**config.mk**
```make
export PLATFORM = sky130hd
export DESIGN_NAME = gpio_mask_port
export DESIGN_NICKNAME = d
export VERILOG_FILES = /design/src/rtl/gpio_mask_pkg.sv /design/src/rtl/gpio_addr_dec.sv /design/src/rtl/gpio_data_path.sv /design/src/rtl/gpio_cfg_regs.sv /design/src/rtl/gpio_rd_mux.sv /design/src/rtl/gpio_mask_port.sv
export SDC_FILE = /design/constraint.sdc
export NUM_CORES = 1
export LEC_CHECK = 0
export ABC_CLOCK_PERIOD_IN_PS = 3800
export CAP_MARGIN = 20
export CORE_MARGIN = 3
export CORE_UTILIZATION = 55
export CTS_CLUSTER_SIZE = 12
export DETAILED_ROUTE_END_ITERATION = 7
export DONT_BUFFER_PORTS = 1
export PLACE_DENSITY = 0.7
export SYNTH_ARGS = -nofsm -noshare
export SYNTH_HDL_FRONTEND = slang
export SYNTH_HIERARCHICAL = 1
export SYNTH_SLANG_ARGS = --single-unit
```
**constraint.sdc**
```tcl
create_clock -name clk -period 3.8 [get_ports clk]
set_clock_uncertainty 0.1 [all_clocks]
set_input_delay 0.38 -clock clk [delete_from_list [all_inputs] [get_ports clk]]
set_output_delay 0.38 -clock clk [all_outputs]
set_load 0.05 [all_outputs]
```
**src/rtl/gpio_mask_pkg.sv**
```systemverilog
package gpio_mask_pkg;

  localparam int unsigned ADDR_W   = 12;
  localparam int unsigned WORD_W   = ADDR_W - 2;
  localparam int unsigned NUM_PAD  = 9;
  localparam int unsigned NUM_ID   = 12;
  localparam int unsigned ID_IDX_W = $clog2(NUM_ID);

  localparam logic [WORD_W-1:0] WORD_DIR     = 10'h100;
  localparam logic [WORD_W-1:0] WORD_PAD_LO  = 10'h140;
  localparam logic [WORD_W-1:0] WORD_ANALOG  = 10'h14A;
  localparam logic [WORD_W-1:0] WORD_ID_LO   = 10'h3F4;

  typedef struct packed {
    logic                sel_data;
    logic                sel_dir;
    logic [NUM_PAD-1:0]  sel_pad;
    logic                sel_id;
    logic [ID_IDX_W-1:0] id_idx;
  } dec_t;

  function automatic logic [WORD_W-1:0] pad_word(input int unsigned idx);
    if (idx < NUM_PAD - 1) return WORD_PAD_LO + WORD_W'(idx);
    return WORD_ANALOG;
  endfunction

endpackage

```
**src/rtl/gpio_addr_dec.sv**
```systemverilog
module gpio_addr_dec
  import gpio_mask_pkg::*;
(
  input  logic [WORD_W-1:0] word_addr,
  output dec_t              dec
);

  logic [WORD_W-1:0] id_off;

  assign id_off = word_addr - WORD_ID_LO;

  always_comb begin
    dec          = '0;
    dec.sel_data = (word_addr[WORD_W-1 -: 2] == 2'b00);
    dec.sel_dir  = (word_addr == WORD_DIR);
    for (int unsigned i = 0; i < NUM_PAD; i++) begin
      dec.sel_pad[i] = (word_addr == pad_word(i));
    end
    dec.sel_id   = (word_addr >= WORD_ID_LO);
    dec.id_idx   = id_off[ID_IDX_W-1:0];
  end

endmodule

```
**src/rtl/gpio_data_path.sv**
```systemverilog
module gpio_data_path #(
  parameter int unsigned PIN_W = 8
) (
  input  logic             clk,
  input  logic             rst_ni,
  input  logic             wr_en,
  input  logic [PIN_W-1:0] wr_mask,
  input  logic [PIN_W-1:0] wr_data,
  input  logic [PIN_W-1:0] dir,
  input  logic [PIN_W-1:0] pin_in,
  output logic [PIN_W-1:0] data_q,
  output logic [PIN_W-1:0] pin_out
);

  logic [PIN_W-1:0] pin_sync;
  logic [PIN_W-1:0] data_d;

  // two-flop synchronizer, one pair per pin
  for (genvar i = 0; i < PIN_W; i++) begin : g_sync
    logic meta_q;
    logic safe_q;
    always_ff @(posedge clk or negedge rst_ni) begin
      if (!rst_ni) begin
        meta_q <= 1'b0;
        safe_q <= 1'b0;
      end else begin
        meta_q <= pin_in[i];
        safe_q <= meta_q;
      end
    end
    assign pin_sync[i] = safe_q;
  end

  always_comb begin
    for (int unsigned i = 0; i < PIN_W; i++) begin
      if (!dir[i]) begin
        data_d[i] = pin_sync[i];
      end else if (wr_en && wr_mask[i]) begin
        data_d[i] = wr_data[i];
      end else begin
        data_d[i] = data_q[i];
      end
    end
  end

  always_ff @(posedge clk or negedge rst_ni) begin
    if (!rst_ni) data_q <= '0;
    else         data_q <= data_d;
  end

  assign pin_out = (data_q & dir) | ~dir;

  // input pins follow the synchronized level one edge later
  p_in_capture_r5: assert property (@(posedge clk) disable iff (!rst_ni)
    1'b1 |=> (((data_q ^ $past(pin_sync)) & ~$past(dir)) == '0));

  // output pins outside the write mask hold their value
  p_mask_hold_r2: assert property (@(posedge clk) disable iff (!rst_ni)
    1'b1 |=> (((data_q ^ $past(data_q)) & $past(dir) &
               ~($past(wr_mask) & {PIN_W{$past(wr_en)}})) == '0));

  // pins set as inputs never pull their output line low
  p_float_high_r4: assert property (@(posedge clk) disable iff (!rst_ni)
    ((~dir & ~pin_out) == '0));

endmodule

```
**src/rtl/gpio_cfg_regs.sv**
```systemverilog
module gpio_cfg_regs
  import gpio_mask_pkg::*;
#(
  parameter int unsigned PIN_W = 8
) (
  input  logic                          clk,
  input  logic                          rst_ni,
  input  logic                          wr_en,
  input  logic                          sel_dir,
  input  logic [NUM_PAD-1:0]            sel_pad,
  input  logic [PIN_W-1:0]              wr_data,
  output logic [PIN_W-1:0]              dir_q,
  output logic [NUM_PAD-1:0][PIN_W-1:0] pad_q
);

  logic             dir_en;
  logic [PIN_W-1:0] dir_d;

  assign dir_en = wr_en & sel_dir;
  assign dir_d  = wr_data;

  always_ff @(posedge clk or negedge rst_ni) begin
    if (!rst_ni)     dir_q <= '0;
    else if (dir_en) dir_q <= dir_d;
  end

  for (genvar i = 0; i < NUM_PAD; i++) begin : g_pad
    localparam logic [PIN_W-1:0] RST_VAL = (i == 0) ? '1 : '0;
    logic             pad_en;
    logic [PIN_W-1:0] pad_d;
    assign pad_en = wr_en & sel_pad[i];
    assign pad_d  = wr_data;
    always_ff @(posedge clk or negedge rst_ni) begin
      if (!rst_ni)     pad_q[i] <= RST_VAL;
      else if (pad_en) pad_q[i] <= pad_d;
    end
  end

  p_dir_write_r3: assert property (@(posedge clk) disable iff (!rst_ni)
    (wr_en && sel_dir) |=> (dir_q == $past(wr_data)));

  p_dir_hold_r9: assert property (@(posedge clk) disable iff (!rst_ni)
    !(wr_en && sel_dir) |=> $stable(dir_q));

  p_pad_hold_r9: assert property (@(posedge clk) disable iff (!rst_ni)
    !(wr_en && (|sel_pad)) |=> $stable(pad_q));

  p_pad_onehot_r8: assert property (@(posedge clk) disable iff (!rst_ni)
    $onehot0(sel_pad));

endmodule

```
**src/rtl/gpio_rd_mux.sv**
```systemverilog
module gpio_rd_mux
  import gpio_mask_pkg::*;
#(
  parameter int unsigned      PIN_W    = 8,
  parameter logic [8*NUM_ID-1:0] ID_BYTES = '0
) (
  input  logic                          clk,
  input  logic                          rst_ni,
  input  logic                          rd_en,
  input  dec_t                          dec,
  input  logic [PIN_W-1:0]              rd_mask,
  input  logic [PIN_W-1:0]              data_q,
  input  logic [PIN_W-1:0]              dir_q,
  input  logic [NUM_PAD-1:0][PIN_W-1:0] pad_q,
  output logic [PIN_W-1:0]              rdata_q
);

  logic [PIN_W-1:0] rdata_d;
  logic [7:0]       id_byte;
  logic             hit_any;

  assign id_byte = ID_BYTES[{dec.id_idx, 3'b000} +: 8];
  assign hit_any = dec.sel_data | dec.sel_dir | (|dec.sel_pad) | dec.sel_id;

  always_comb begin
    rdata_d = '0;
    if (dec.sel_data) rdata_d = data_q & rd_mask;
    if (dec.sel_dir)  rdata_d = dir_q;
    for (int unsigned i = 0; i < NUM_PAD; i++) begin
      if (dec.sel_pad[i]) rdata_d = pad_q[i];
    end
    if (dec.sel_id)   rdata_d = PIN_W'(id_byte);
  end

  always_ff @(posedge clk or negedge rst_ni) begin
    if (!rst_ni)    rdata_q <= '0;
    else if (rd_en) rdata_q <= rdata_d;
  end

  p_reserved_zero_r9: assert property (@(posedge clk) disable iff (!rst_ni)
    (rd_en && !hit_any) |=> (rdata_q == '0));

  p_rdata_hold_r10: assert property (@(posedge clk) disable iff (!rst_ni)
    !rd_en |=> $stable(rdata_q));

endmodule

```
**src/rtl/gpio_mask_port.sv**
```systemverilog
module gpio_mask_port
  import gpio_mask_pkg::*;
#(
  parameter int unsigned         PIN_W    = 8,
  parameter logic [8*NUM_ID-1:0] ID_BYTES = 96'h3C_96_A5_5A_00_00_00_2E_00_00_00_00
) (
  input  logic              clk,
  input  logic              rst_n,
  input  logic              bus_en,
  input  logic              bus_we,
  input  logic [ADDR_W-1:0] bus_addr,
  input  logic [PIN_W-1:0]  bus_wdata,
  output logic [PIN_W-1:0]  bus_rdata,
  input  logic [PIN_W-1:0]  pin_in,
  output logic [PIN_W-1:0]  pin_out
);

  logic [1:0] rst_pipe_q;
  logic       rst_ni;

  always_ff @(posedge clk or negedge rst_n) begin
    if (!rst_n) rst_pipe_q <= 2'b00;
    else        rst_pipe_q <= {rst_pipe_q[0], 1'b1};
  end
  assign rst_ni = rst_pipe_q[1];

  logic                          wr_en;
  logic                          rd_en;
  logic [PIN_W-1:0]              acc_mask;
  dec_t                          dec;
  logic [PIN_W-1:0]              data_q;
  logic [PIN_W-1:0]              dir_q;
  logic [NUM_PAD-1:0][PIN_W-1:0] pad_q;
  logic                          unused_byte_lane;

  assign wr_en            = bus_en & bus_we;
  assign rd_en            = bus_en & ~bus_we;
  assign acc_mask         = bus_addr[2 +: PIN_W];
  assign unused_byte_lane = ^bus_addr[1:0];

  gpio_addr_dec u_dec (
    .word_addr (bus_addr[ADDR_W-1:2]),
    .dec       (dec)
  );

  gpio_data_path #(.PIN_W(PIN_W)) u_data (
    .clk     (clk),
    .rst_ni  (rst_ni),
    .wr_en   (wr_en & dec.sel_data),
    .wr_mask (acc_mask),
    .wr_data (bus_wdata),
    .dir     (dir_q),
    .pin_in  (pin_in),
    .data_q  (data_q),
    .pin_out (pin_out)
  );

  gpio_cfg_regs #(.PIN_W(PIN_W)) u_cfg (
    .clk     (clk),
    .rst_ni  (rst_ni),
    .wr_en   (wr_en),
    .sel_dir (dec.sel_dir),
    .sel_pad (dec.sel_pad),
    .wr_data (bus_wdata),
    .dir_q   (dir_q),
    .pad_q   (pad_q)
  );

  gpio_rd_mux #(.PIN_W(PIN_W), .ID_BYTES(ID_BYTES)) u_rd (
    .clk     (clk),
    .rst_ni  (rst_ni),
    .rd_en   (rd_en),
    .dec     (dec),
    .rd_mask (acc_mask),
    .data_q  (data_q),
    .dir_q   (dir_q),
    .pad_q   (pad_q),
    .rdata_q (bus_rdata)
  );

  p_data_read_r1: assert property (@(posedge clk) disable iff (!rst_ni)
    (rd_en && dec.sel_data) |=> (bus_rdata == ($past(data_q) & $past(acc_mask))));

  p_id_read_r7: assert property (@(posedge clk) disable iff (!rst_ni)
    (rd_en && dec.sel_id) |=> (bus_rdata == PIN_W'(ID_BYTES[{$past(dec.id_idx), 3'b000} +: 8])));

endmodule

```
==> results.md, run 1 <==
- Largest net degree at the start of global routing: 84
- Worst rel slew slack: 56.4%
- Die area: 0.0117 mm²
- Root buf cell: clkbuf_8
- Crit. End Element: register
- Min Tclk post-route: 2.47 ns
- Pre-CTS setup slack: 0.932 ns
- Post-route cell area: 0.00674 mm²
- GRT Total Usage: 26.6%
- Clk Latency, worst-skew pair: 0.52 ns
- Total power: 0.00318 W
- Final core occ: 67.7%
- Register area share after synthesis: 50.1%
- Clk pin slew, worst setup/hold paths: 0.06 ns
- CTS resizes: 0
- Vias in the first global route: 4,335
- Placed Area: 0.00580 mm²
- Pwr dens: 472 mW/mm²
- Ys flop type: dfrtp_1
- Final number of hold-violating endpoints: 0
- Cell variety after synth: 60
- Max Cap Viol: 0
- Chip height: 108 µm
- I/O Buffers: 0
- Synth Register Bits: 114
- Post-route setup slack: 1.33 ns
- Required @ worst endpoint: 4.08 ns
- Initial core utilization: 57.4%
- R2R Setup Slk: 2.10 ns
- Global route overflow: 0
- DRC Markers: 0
- Routability cong.: 0.878
- Initial antenna violation count: 1
- Vias per std cell: 6.20
- DR vias: 4,189
- Reg2reg end: u_rd/rdata_q[2]
- First DRT Iteration DRCs: 355
- Cell count after synthesis: 501
- Nets: 570
- Final period util: 65.0%
- Row cnt: 36
- Avg Inst Size Synth: 11.4 µm²
- Layout area overhead: 17.9%
- Die Span X: 108 µm
- CP Max Fanout: 18
- CP Launch Type: input pin
- Post-Syn Area: 0.00572 mm²
- Leak pwr: 3.12 nW
- EDFF count, synth: 0
- Syn_nets: 542
- Drt first pass iters: 5
- CTS max path bufs: 2
- Top-Level Pins: 48
- R2R Path Start: u_rd/rdata_q[2]
- Final TNS setup: 0 ns
- Reg2Reg Depth: 3
- First-pass GRT wire length: 23.0 mm
- CTS buffer count: 17
- Worst Setup Path Type: input pin to register
- Hold crit path type: register to asynchronous set/reset pin
- Yosys top cell by area: dfrtp_1
- Drt wl/cell: 21.3 µm
- Worst EP arrival: 2.75 ns
- Area contributors post-synth: dfrtp_1 (46%), mux2_2 (16%), dfstp_2 (3.7%), a21oi_1 (2.6%), ha_1 (2.0%)
- Yosys warning total: 6
- Worst Setup SP: bus_addr[6]
- CTS tree: built
- HPWL Detailed: 9.25 mm
- Post-route ant nets: 0
- Worst-Margin Slew: 0.652 ns
- Status: completed
- Unrepaired setup endpoints after global routing: false
- Share of cells above drive strength 1: 31.9%
- Routed WL: 14.4 mm
- Final setup vio count: 0
- Std-Cell Core Area: 0.00995 mm²
- Ys async rst share: 100%
- Htree depth: 4
- Sink Count: 114
- Max Fclk: 0.405 GHz
- VDD IR max: 0.369 mV
- Post-synth top area share: 46.4%
- Slew Limit Fails: 0
## placed cells by master, fill, tap and decap left out, drive strengths merged, types with 4 or more instances in the layout
cell type and n:
nor3b 5, a221oi 8, nand2b 11, nor2 24, bufinv 5, a211oi 6, a21oi 30, buf 13
nand2 30, nor2b 8, or3b 4, dlygate4sd3 26, ha 9, mux2 80, nand3 17, a31oi 8
a21bo 8, dfstp 8, o21ai 18, inv 29, nand3b 9, o41ai 5, nor3 11, dfrtp 106
clkbuf 23
## report_power, final
part | switching [W] | internal, W
logic | 0.0000974 | 0.0000663
registers | 0.0000505 | 0.00125
clock network | 0.000526 | 0.00120
total | 0.000674 | 0.00251
## worst max path at each step
stage	end	slack, ns
after detailed placement	u_rd/rdata_q[4]	0.93
after global routing	u_rd/rdata_q[4]	1.22
after global placement	u_rd/rdata_q[4]	0.93
after CTS	u_rd/rdata_q[4]	1.47
final	u_rd/rdata_q[4]	1.33
after floorplan	u_cfg/dir_q[0]	0.30
## stage by stage
step	hold WS, ns	cells
2_1_floorplan	-0.0156	501
6_report	0.0572	676
5_1_grt	0.0721	676
3_3_place_gp	-0.0155	616
3_5_place_dp	-0.0155	616
4_1_cts	0.102	674
## per-layer routing
metal	up-vias	track usage (%)	part of all wire (%)
met5	-	0	0
met4	0	10.2	1.9
met2	146	44.2	51
met1	2140	33.3	41
li1	1881	-	-
met3	22	7.04	6.5
## sequential cells by signal, indices dropped and copies added, names as in the netlist
register              count
u_cfg/pad_q              72
u_cfg/dir_q               8
u_data/data_q             8
u_data/g_sync.meta_q      8
u_data/g_sync.safe_q      8
u_rd/rdata_q              8
rst_pipe_q                2
## Yosys cell counts (all sizes together) (3+ instances only)
library cell / instances
dfrtp: 106
mux2: 80
a21oi: 30
nand2: 30
inv: 29
buf: 25
nor2: 24
o21ai: 18
nand3: 17
nand2b: 11
nor3: 11
ha: 9
nand3b: 9
a21bo: 8
a221oi: 8
a31oi: 8
dfstp: 8
nor2b: 8
a211oi: 6
clkbuf: 5
nor3b: 5
o41ai: 5
or3b: 4
a211o: 3
a222oi: 3
a31o: 3
o221a: 3
o221ai: 3
## repair_timing
item,in CTS,in global routing
hold buffers,26,0
endpoints found under the hold margin,98,0
setup buffers,0,0
## layout make-up
class,instances,area (µm²)
multi-input cells,328,2570
clock inverters,9,175
flip-flops and latches,114,2870
well taps,133,166
repair buffers,39,378
inverters,29,109
fillers,702,3210
diodes,1,2.50
clock buffers,23,477
## logic make-up after synthesis
logic type,after synthesis,share of synthesized area (%)
AO/OA/AOI/OAI,108,14.2
flip-flops,114,50.1
AND/OR/NAND/NOR,130,12.7
adder cells (fa/ha/maj),9,1.97
other,1,0.0656
buffers and inverters,59,5.25
multiplexers,80,15.8
## worst max-delay path, stage by stage
cell	delay, ns
or4_1	0.73
nor3_1	0.26
buf_4	0.27
or2_1	0.37
a221oi_1	0.09
a211oi_1	0.51
o21ai_1	0.13
No activity file was read; power rests on OpenSTA's default activity.
==> run 2: changes to the inputs <==
--- a/config.mk
+++ b/config.mk
@@ -5,14 +5,14 @@
 export SDC_FILE = /design/constraint.sdc
 export NUM_CORES = 1
 export LEC_CHECK = 0
-export ABC_CLOCK_PERIOD_IN_PS = 3800
+export ABC_CLOCK_PERIOD_IN_PS = 2200
 export CAP_MARGIN = 20
 export CORE_MARGIN = 3
 export CORE_UTILIZATION = 55
 export CTS_CLUSTER_SIZE = 12
 export DETAILED_ROUTE_END_ITERATION = 7
 export DONT_BUFFER_PORTS = 1
-export PLACE_DENSITY = 0.7
+export PLACE_DENSITY = 0.73
 export SYNTH_ARGS = -nofsm -noshare
 export SYNTH_HDL_FRONTEND = slang
 export SYNTH_HIERARCHICAL = 1
==> constraint.sdc (replaced) <==
create_clock -name clk -period 2.2 [get_ports clk]
set_clock_uncertainty 0.1 [all_clocks]
set_input_delay 0.22 -clock clk [delete_from_list [all_inputs] [get_ports clk]]
set_output_delay 0.22 -clock clk [all_outputs]
set_load 0.05 [all_outputs]
==> run 2 against run 1 <==
Count of clock-buffer cells in the layout is 4 lower. Non-clock buffer count is 29 higher. Register-to-register slack worse by 1.6 ns. Sequential share of layout area is 1.7 points lower. Clock power is 65% higher. Combinational power is 86% higher. Final area is 4.2% higher. Global-route usage is 0.81 points higher. Critical endpoint is now u_rd/rdata_q[6]. Largest power group unchanged. Highest routed layer unchanged.
==> results.md, run 2 (synthesis gave the netlist of run 1 again) <==
- Status: completed
- DRC Markers: 0
- Htree depth: 4
- GRT Total Usage: 27.4%
- Top-Level Pins: 48
- Post-route ant nets: 0
- Layout area overhead: 22.9%
- Slew Limit Fails: 0
- R2R Path Start: u_rd/rdata_q[3]
- Routed WL: 15.1 mm
- Worst Setup SP: bus_addr[6]
- First-pass GRT wire length: 23.9 mm
- Biggest register: u_cfg/pad_q
- Drt first pass iters: 5
- Unrepaired setup endpoints after global routing: false
- Placed Area: 0.00615 mm²
- Required @ worst endpoint: 2.55 ns
- Max Fclk: 0.529 GHz
- Clk Latency, worst-skew pair: 0.52 ns
- I/O Buffers: 0
- Worst-Margin Slew: 0.645 ns
- Clk pin slew, worst setup/hold paths: 0.05 ns
- R2R Setup Slk: 0.52 ns
- CP endpoint: u_rd/rdata_q[6]
- Crit. End Element: register
- Diodes inserted: 0
- Worst rel slew slack: 56.9%
- Vias per std cell: 6.14
- Register area: 0.00287 mm²
- Nets: 599
- CTS max path bufs: 2
- Min Tclk post-route: 1.89 ns
- Die Span X: 108 µm
- Std-Cell Core Area: 0.00995 mm²
- Leak pwr: 3.31 nW
- Vias in the first global route: 4,469
- Worst Setup Path Type: input pin to register
- Initial antenna violation count: 0
- Worst EP arrival: 2.24 ns
- Largest net degree at the start of global routing: 50
- Final period util: 85.9%
- CP Launch Type: input pin
- Die area: 0.0117 mm²
- Final setup vio count: 0
- Share of cells above drive strength 1: 37.0%
- First DRT Iteration DRCs: 358
- Commonest non-fill, non-tap cell in the layout: dfrtp_1
- CTS buffer count: 17
- VDD IR max: 0.612 mV
- Reg2Reg Depth: 4
- CTS tree: built
- Max Cap Viol: 0
- Fillers: 698
- Hold crit path type: input pin to register
- CP Max Fanout: 10
- Reg2reg end: u_rd/rdata_q[3]
- Chip height: 108 µm
- Multi-input logic area: 0.00265 mm²
- Post-CTS setup buffer count: 0
- HPWL Detailed: 9.88 mm
- Routability cong.: 0.859
- Sink Count: 114
- Most frequent cells in the layout: dfrtp_1 (105), mux2_2 (80), buf_4 (39)
- Max reg flops: 72
- Post-route cell area: 0.00703 mm²
- Initial core utilization: 57.4%
- Global route overflow: 0
- DR vias: 4,324
- Final number of hold-violating endpoints: 0
- Final TNS setup: 0 ns
- Final core occ: 70.6%
- Pwr dens: 767 mW/mm²
- Root buf cell: clkbuf_8
- Drt wl/cell: 21.4 µm
- Row cnt: 36
-- run 2: changes by cell type in the layout (fill, tap and decap cells not counted), moves of 3 or more --
| cell | change |
|---|---|
| buf_12 | +3 |
| clkinv_4 | +4 |
| nor3_4 | +5 |
| buf_4 | +27 |
| nor3_1 | -5 |
| clkbuf_8 | -3 |
-- run 2: worst min-delay path by stage --
stage,startpoint,slack [ns],cells past startpoint,endpoint
6_report,bus_addr[3],0.10,5,u_rd/rdata_q[1]
5_1_grt,bus_addr[2],0.13,4,u_rd/rdata_q[0]
4_1_cts,bus_addr[2],0.07,4,u_rd/rdata_q[5]
3_5_place_dp,rst_n,-0.18,0,rst_pipe_q[0]
3_3_place_gp,rst_n,-0.18,0,rst_pipe_q[0]
2_1_floorplan,rst_n,-0.18,0,rst_pipe_q[0]
-- run 2: stage by stage --
step	setup WS, ns	hold slack, ns	cells	total power (W)
after global routing	0.228	0.130	704	0.00556
final	0.310	0.100	704	0.00539
after global placement	-0.154	-0.176	646	0.00249
after floorplan	-0.0767	-0.176	501	0.00245
after CTS	0.379	0.0679	704	0.00542
after detailed placement	-0.147	-0.176	646	0.00250
-- run 2: layout make-up --
type | count | area share [%]
Sequential cell | 114 | 40.8
Multi-Input combinational cell | 328 | 37.8
Timing Repair Buffer | 68 | 8.73
Clock buffer | 19 | 6.14
Clock inverter | 13 | 2.64
Tap cell | 133 | 2.37
Inverter | 29 | 1.55
-- run 2: metal layers --
layer	share of wire [%]	global-route usage, %	routed length [µm]	up-vias
met5	0	0	0	-
met4	2.1	9.74	320	0
met3	6.0	5.67	906	32
met2	51	46.1	7630	170
met1	41	35.3	6230	2197
li1	-	-	-	1925
-- run 2: timing repair --
action / in CTS / in global routing
hold endpoints to repair: 99 / 0
hold buffers: 26 / 0
resized for setup: 0 / 0
-- run 2: power breakdown --
part	total [W]	internal (W)	switching [W]
Sequential	0.00224	0.00215	0.0000910
Clock	0.00284	0.00187	0.000975
Combinational	0.000305	0.000132	0.000173
Total	0.00539	0.00415	0.00124
-- run 2: critical path, stage by stage --
cell and delay (ns):
or4_4 0.64, nor3_2 0.41, buf_4 0.22, nor3b_1 0.05, o31a_1 0.28, o21ai_0 0.23
a31o_2 0.19
==> run 3: changes to the inputs <==
--- a/config.mk
+++ b/config.mk
@@ -7,12 +7,14 @@
 export LEC_CHECK = 0
 export ABC_CLOCK_PERIOD_IN_PS = 2200
 export CAP_MARGIN = 20
+export CELL_PAD_IN_SITES_DETAIL_PLACEMENT = 1
+export CELL_PAD_IN_SITES_GLOBAL_PLACEMENT = 1
 export CORE_MARGIN = 3
-export CORE_UTILIZATION = 55
+export CORE_UTILIZATION = 46
 export CTS_CLUSTER_SIZE = 12
 export DETAILED_ROUTE_END_ITERATION = 7
 export DONT_BUFFER_PORTS = 1
-export PLACE_DENSITY = 0.73
+export PLACE_DENSITY_LB_ADDON = 0.1
 export SYNTH_ARGS = -nofsm -noshare
 export SYNTH_HDL_FRONTEND = slang
 export SYNTH_HIERARCHICAL = 1
==> run 3 against run 2 <==
Sequential share of layout area shrank 0.47 points. Hold slack gained 0.046 ns. Final area grew 1.2%. Non-clock buffer count grew 5. Total power is essentially flat. Critical path type unchanged. Critical endpoint is now u_rd/rdata_q[3].
==> results.md, run 3 (synthesis gave the netlist of run 1 again) <==
- Final setup vio count: 0
- Multi-input logic area: 0.00265 mm²
- Fillers: 1,251
- Vias in the first global route: 4,780
- GRT Total Usage: 25.1%
- Register area: 0.00287 mm²
- Worst EP arrival: 2.14 ns
- Initial antenna violation count: 2
- Std-Cell Core Area: 0.0121 mm²
- Met1 Wirelength: 6.93 mm
- I/O Buffers: 0
- Leak pwr: 3.34 nW
- Global route overflow: 0
- Worst-Margin Slew: 0.654 ns
- Vias per std cell: 5.76
- Final period util: 89.4%
- Htree depth: 4
- Worst rel slew slack: 56.2%
- Final number of hold-violating endpoints: 0
- Drt wl/cell: 22.1 µm
- Post-route cell area: 0.00711 mm²
- Pwr dens: 759 mW/mm²
- Worst Setup Path Type: input pin to register
- Max Cap Viol: 0
- Max Fclk: 0.508 GHz
- CP Launch Type: input pin
- Clk Latency, worst-skew pair: 0.42 ns
- Routed wl met2: 8.45 mm
- Die Span X: 117 µm
- Unrepaired setup endpoints after global routing: false
- Slew Limit Fails: 0
- Required @ worst endpoint: 2.37 ns
- Met3 Wirelength: 652 µm
- Sink Count: 114
- Final TNS setup: 0 ns
- HPWL Detailed: 11.4 mm
- Routability cong.: 0.844
- First-pass GRT wire length: 26.5 mm
- Pre-CTS setup slack: -0.173 ns
- Most frequent cells in the layout: dfrtp_1 (105), mux2_2 (80), buf_4 (44)
- Status: completed
- Die area: 0.0138 mm²
- First DRT Iteration DRCs: 231
- Chip height: 117 µm
- Share of cells above drive strength 1: 37.5%
- Initial core utilization: 47.4%
- CTS buffer count: 17
- Placed Area: 0.00623 mm²
- Crit. End Element: register
- Nets: 604
- DR vias: 4,294
- VDD IR max: 0.556 mV
- Max reg flops: 72
- Hold buffers post-CTS: 26
- Top Layer Used: met5
- Layout area overhead: 24.3%
- Clk pin slew, worst setup/hold paths: 0.05 ns
- Post-CTS setup buffer count: 0
- Final core occ: 58.9%
- CTS tree: built
- Post-route setup slack: 0.232 ns
- DRC Markers: 0
- Drt first pass iters: 4
- CTS max path bufs: 2
- Largest net degree at the start of global routing: 42
- Top-Level Pins: 48
- Hold crit path type: input pin to register
- Routed WL: 16.4 mm
- Root buf cell: clkbuf_16
- Commonest non-fill, non-tap cell in the layout: dfrtp_1
- Post-route ant nets: 0
- Min Tclk post-route: 1.97 ns
- Biggest register: u_cfg/pad_q
- CP Max Fanout: 9
- CTS resizes: 0
- Row cnt: 40
-- run 3: critical path: stages --
cell and delay, ns:
or4_4 0.62, buf_4 0.20, nor3_4 0.21, inv_2 0.10, o221a_4 0.27, a222oi_1 0.35, o41ai_2 0.15
-- run 3: where the power goes --
| part | total, W | switching [W] | leakage [nW] | internal (W) |
|---|---|---|---|---|
| Sequential | 0.00224 | 0.0000874 | 1.49 | 0.00215 |
| Clock | 0.00283 | 0.000941 | 0.302 | 0.00189 |
| Combinational | 0.000325 | 0.000187 | 1.55 | 0.000137 |
| Total | 0.00539 | 0.00122 | 3.34 | 0.00418 |
-- run 3: final timing paths --
kind,from,endpoint,slack [ns],depth (start not counted)
setup / recovery,bus_addr[6],u_rd/rdata_q[3],0.23,7
hold / removal,bus_addr[2],u_rd/rdata_q[4],0.15,4
setup reg to reg,u_rd/rdata_q[2],u_rd/rdata_q[2],0.48,4
hold reg to reg,rst_pipe_q[1],u_cfg/pad_q[14],0.20,0
max in group asynchronous,rst_pipe_q[1],u_cfg/pad_q[3],1.16,1
min in group asynchronous,rst_pipe_q[1],u_cfg/pad_q[14],0.20,0
-- run 3: layout make-up --
| cell class | instances | share of cell area, % |
|---|---|---|
| flip-flops and latches | 114 | 40.3 |
| multi-input cells | 328 | 37.3 |
| repair buffers | 73 | 9.15 |
| clock buffers | 22 | 6.81 |
| well taps | 168 | 2.96 |
| clock inverters | 10 | 1.83 |
| inverters | 29 | 1.53 |
| diodes | 1 | 0.0352 |
-- run 3: routing by layer --
| layer | vias to the layer above | track usage, % |
|---|---|---|
| li1 | 1944 | - |
| met1 | 2241 | 31.2 |
| met2 | 77 | 43.5 |
| met3 | 30 | 5.33 |
| met4 | 2 | 8.94 |
| met5 | - | 0 |
-- run 3: through the flow --
step,hold WS (ns),total power (W),instances
final,0.146,0.00539,745
after global routing,0.151,0.00559,745
after CTS,0.130,0.00544,744
after detailed placement,-0.176,0.00252,686
after global placement,-0.176,0.00251,686
after floorplan,-0.176,0.00245,501
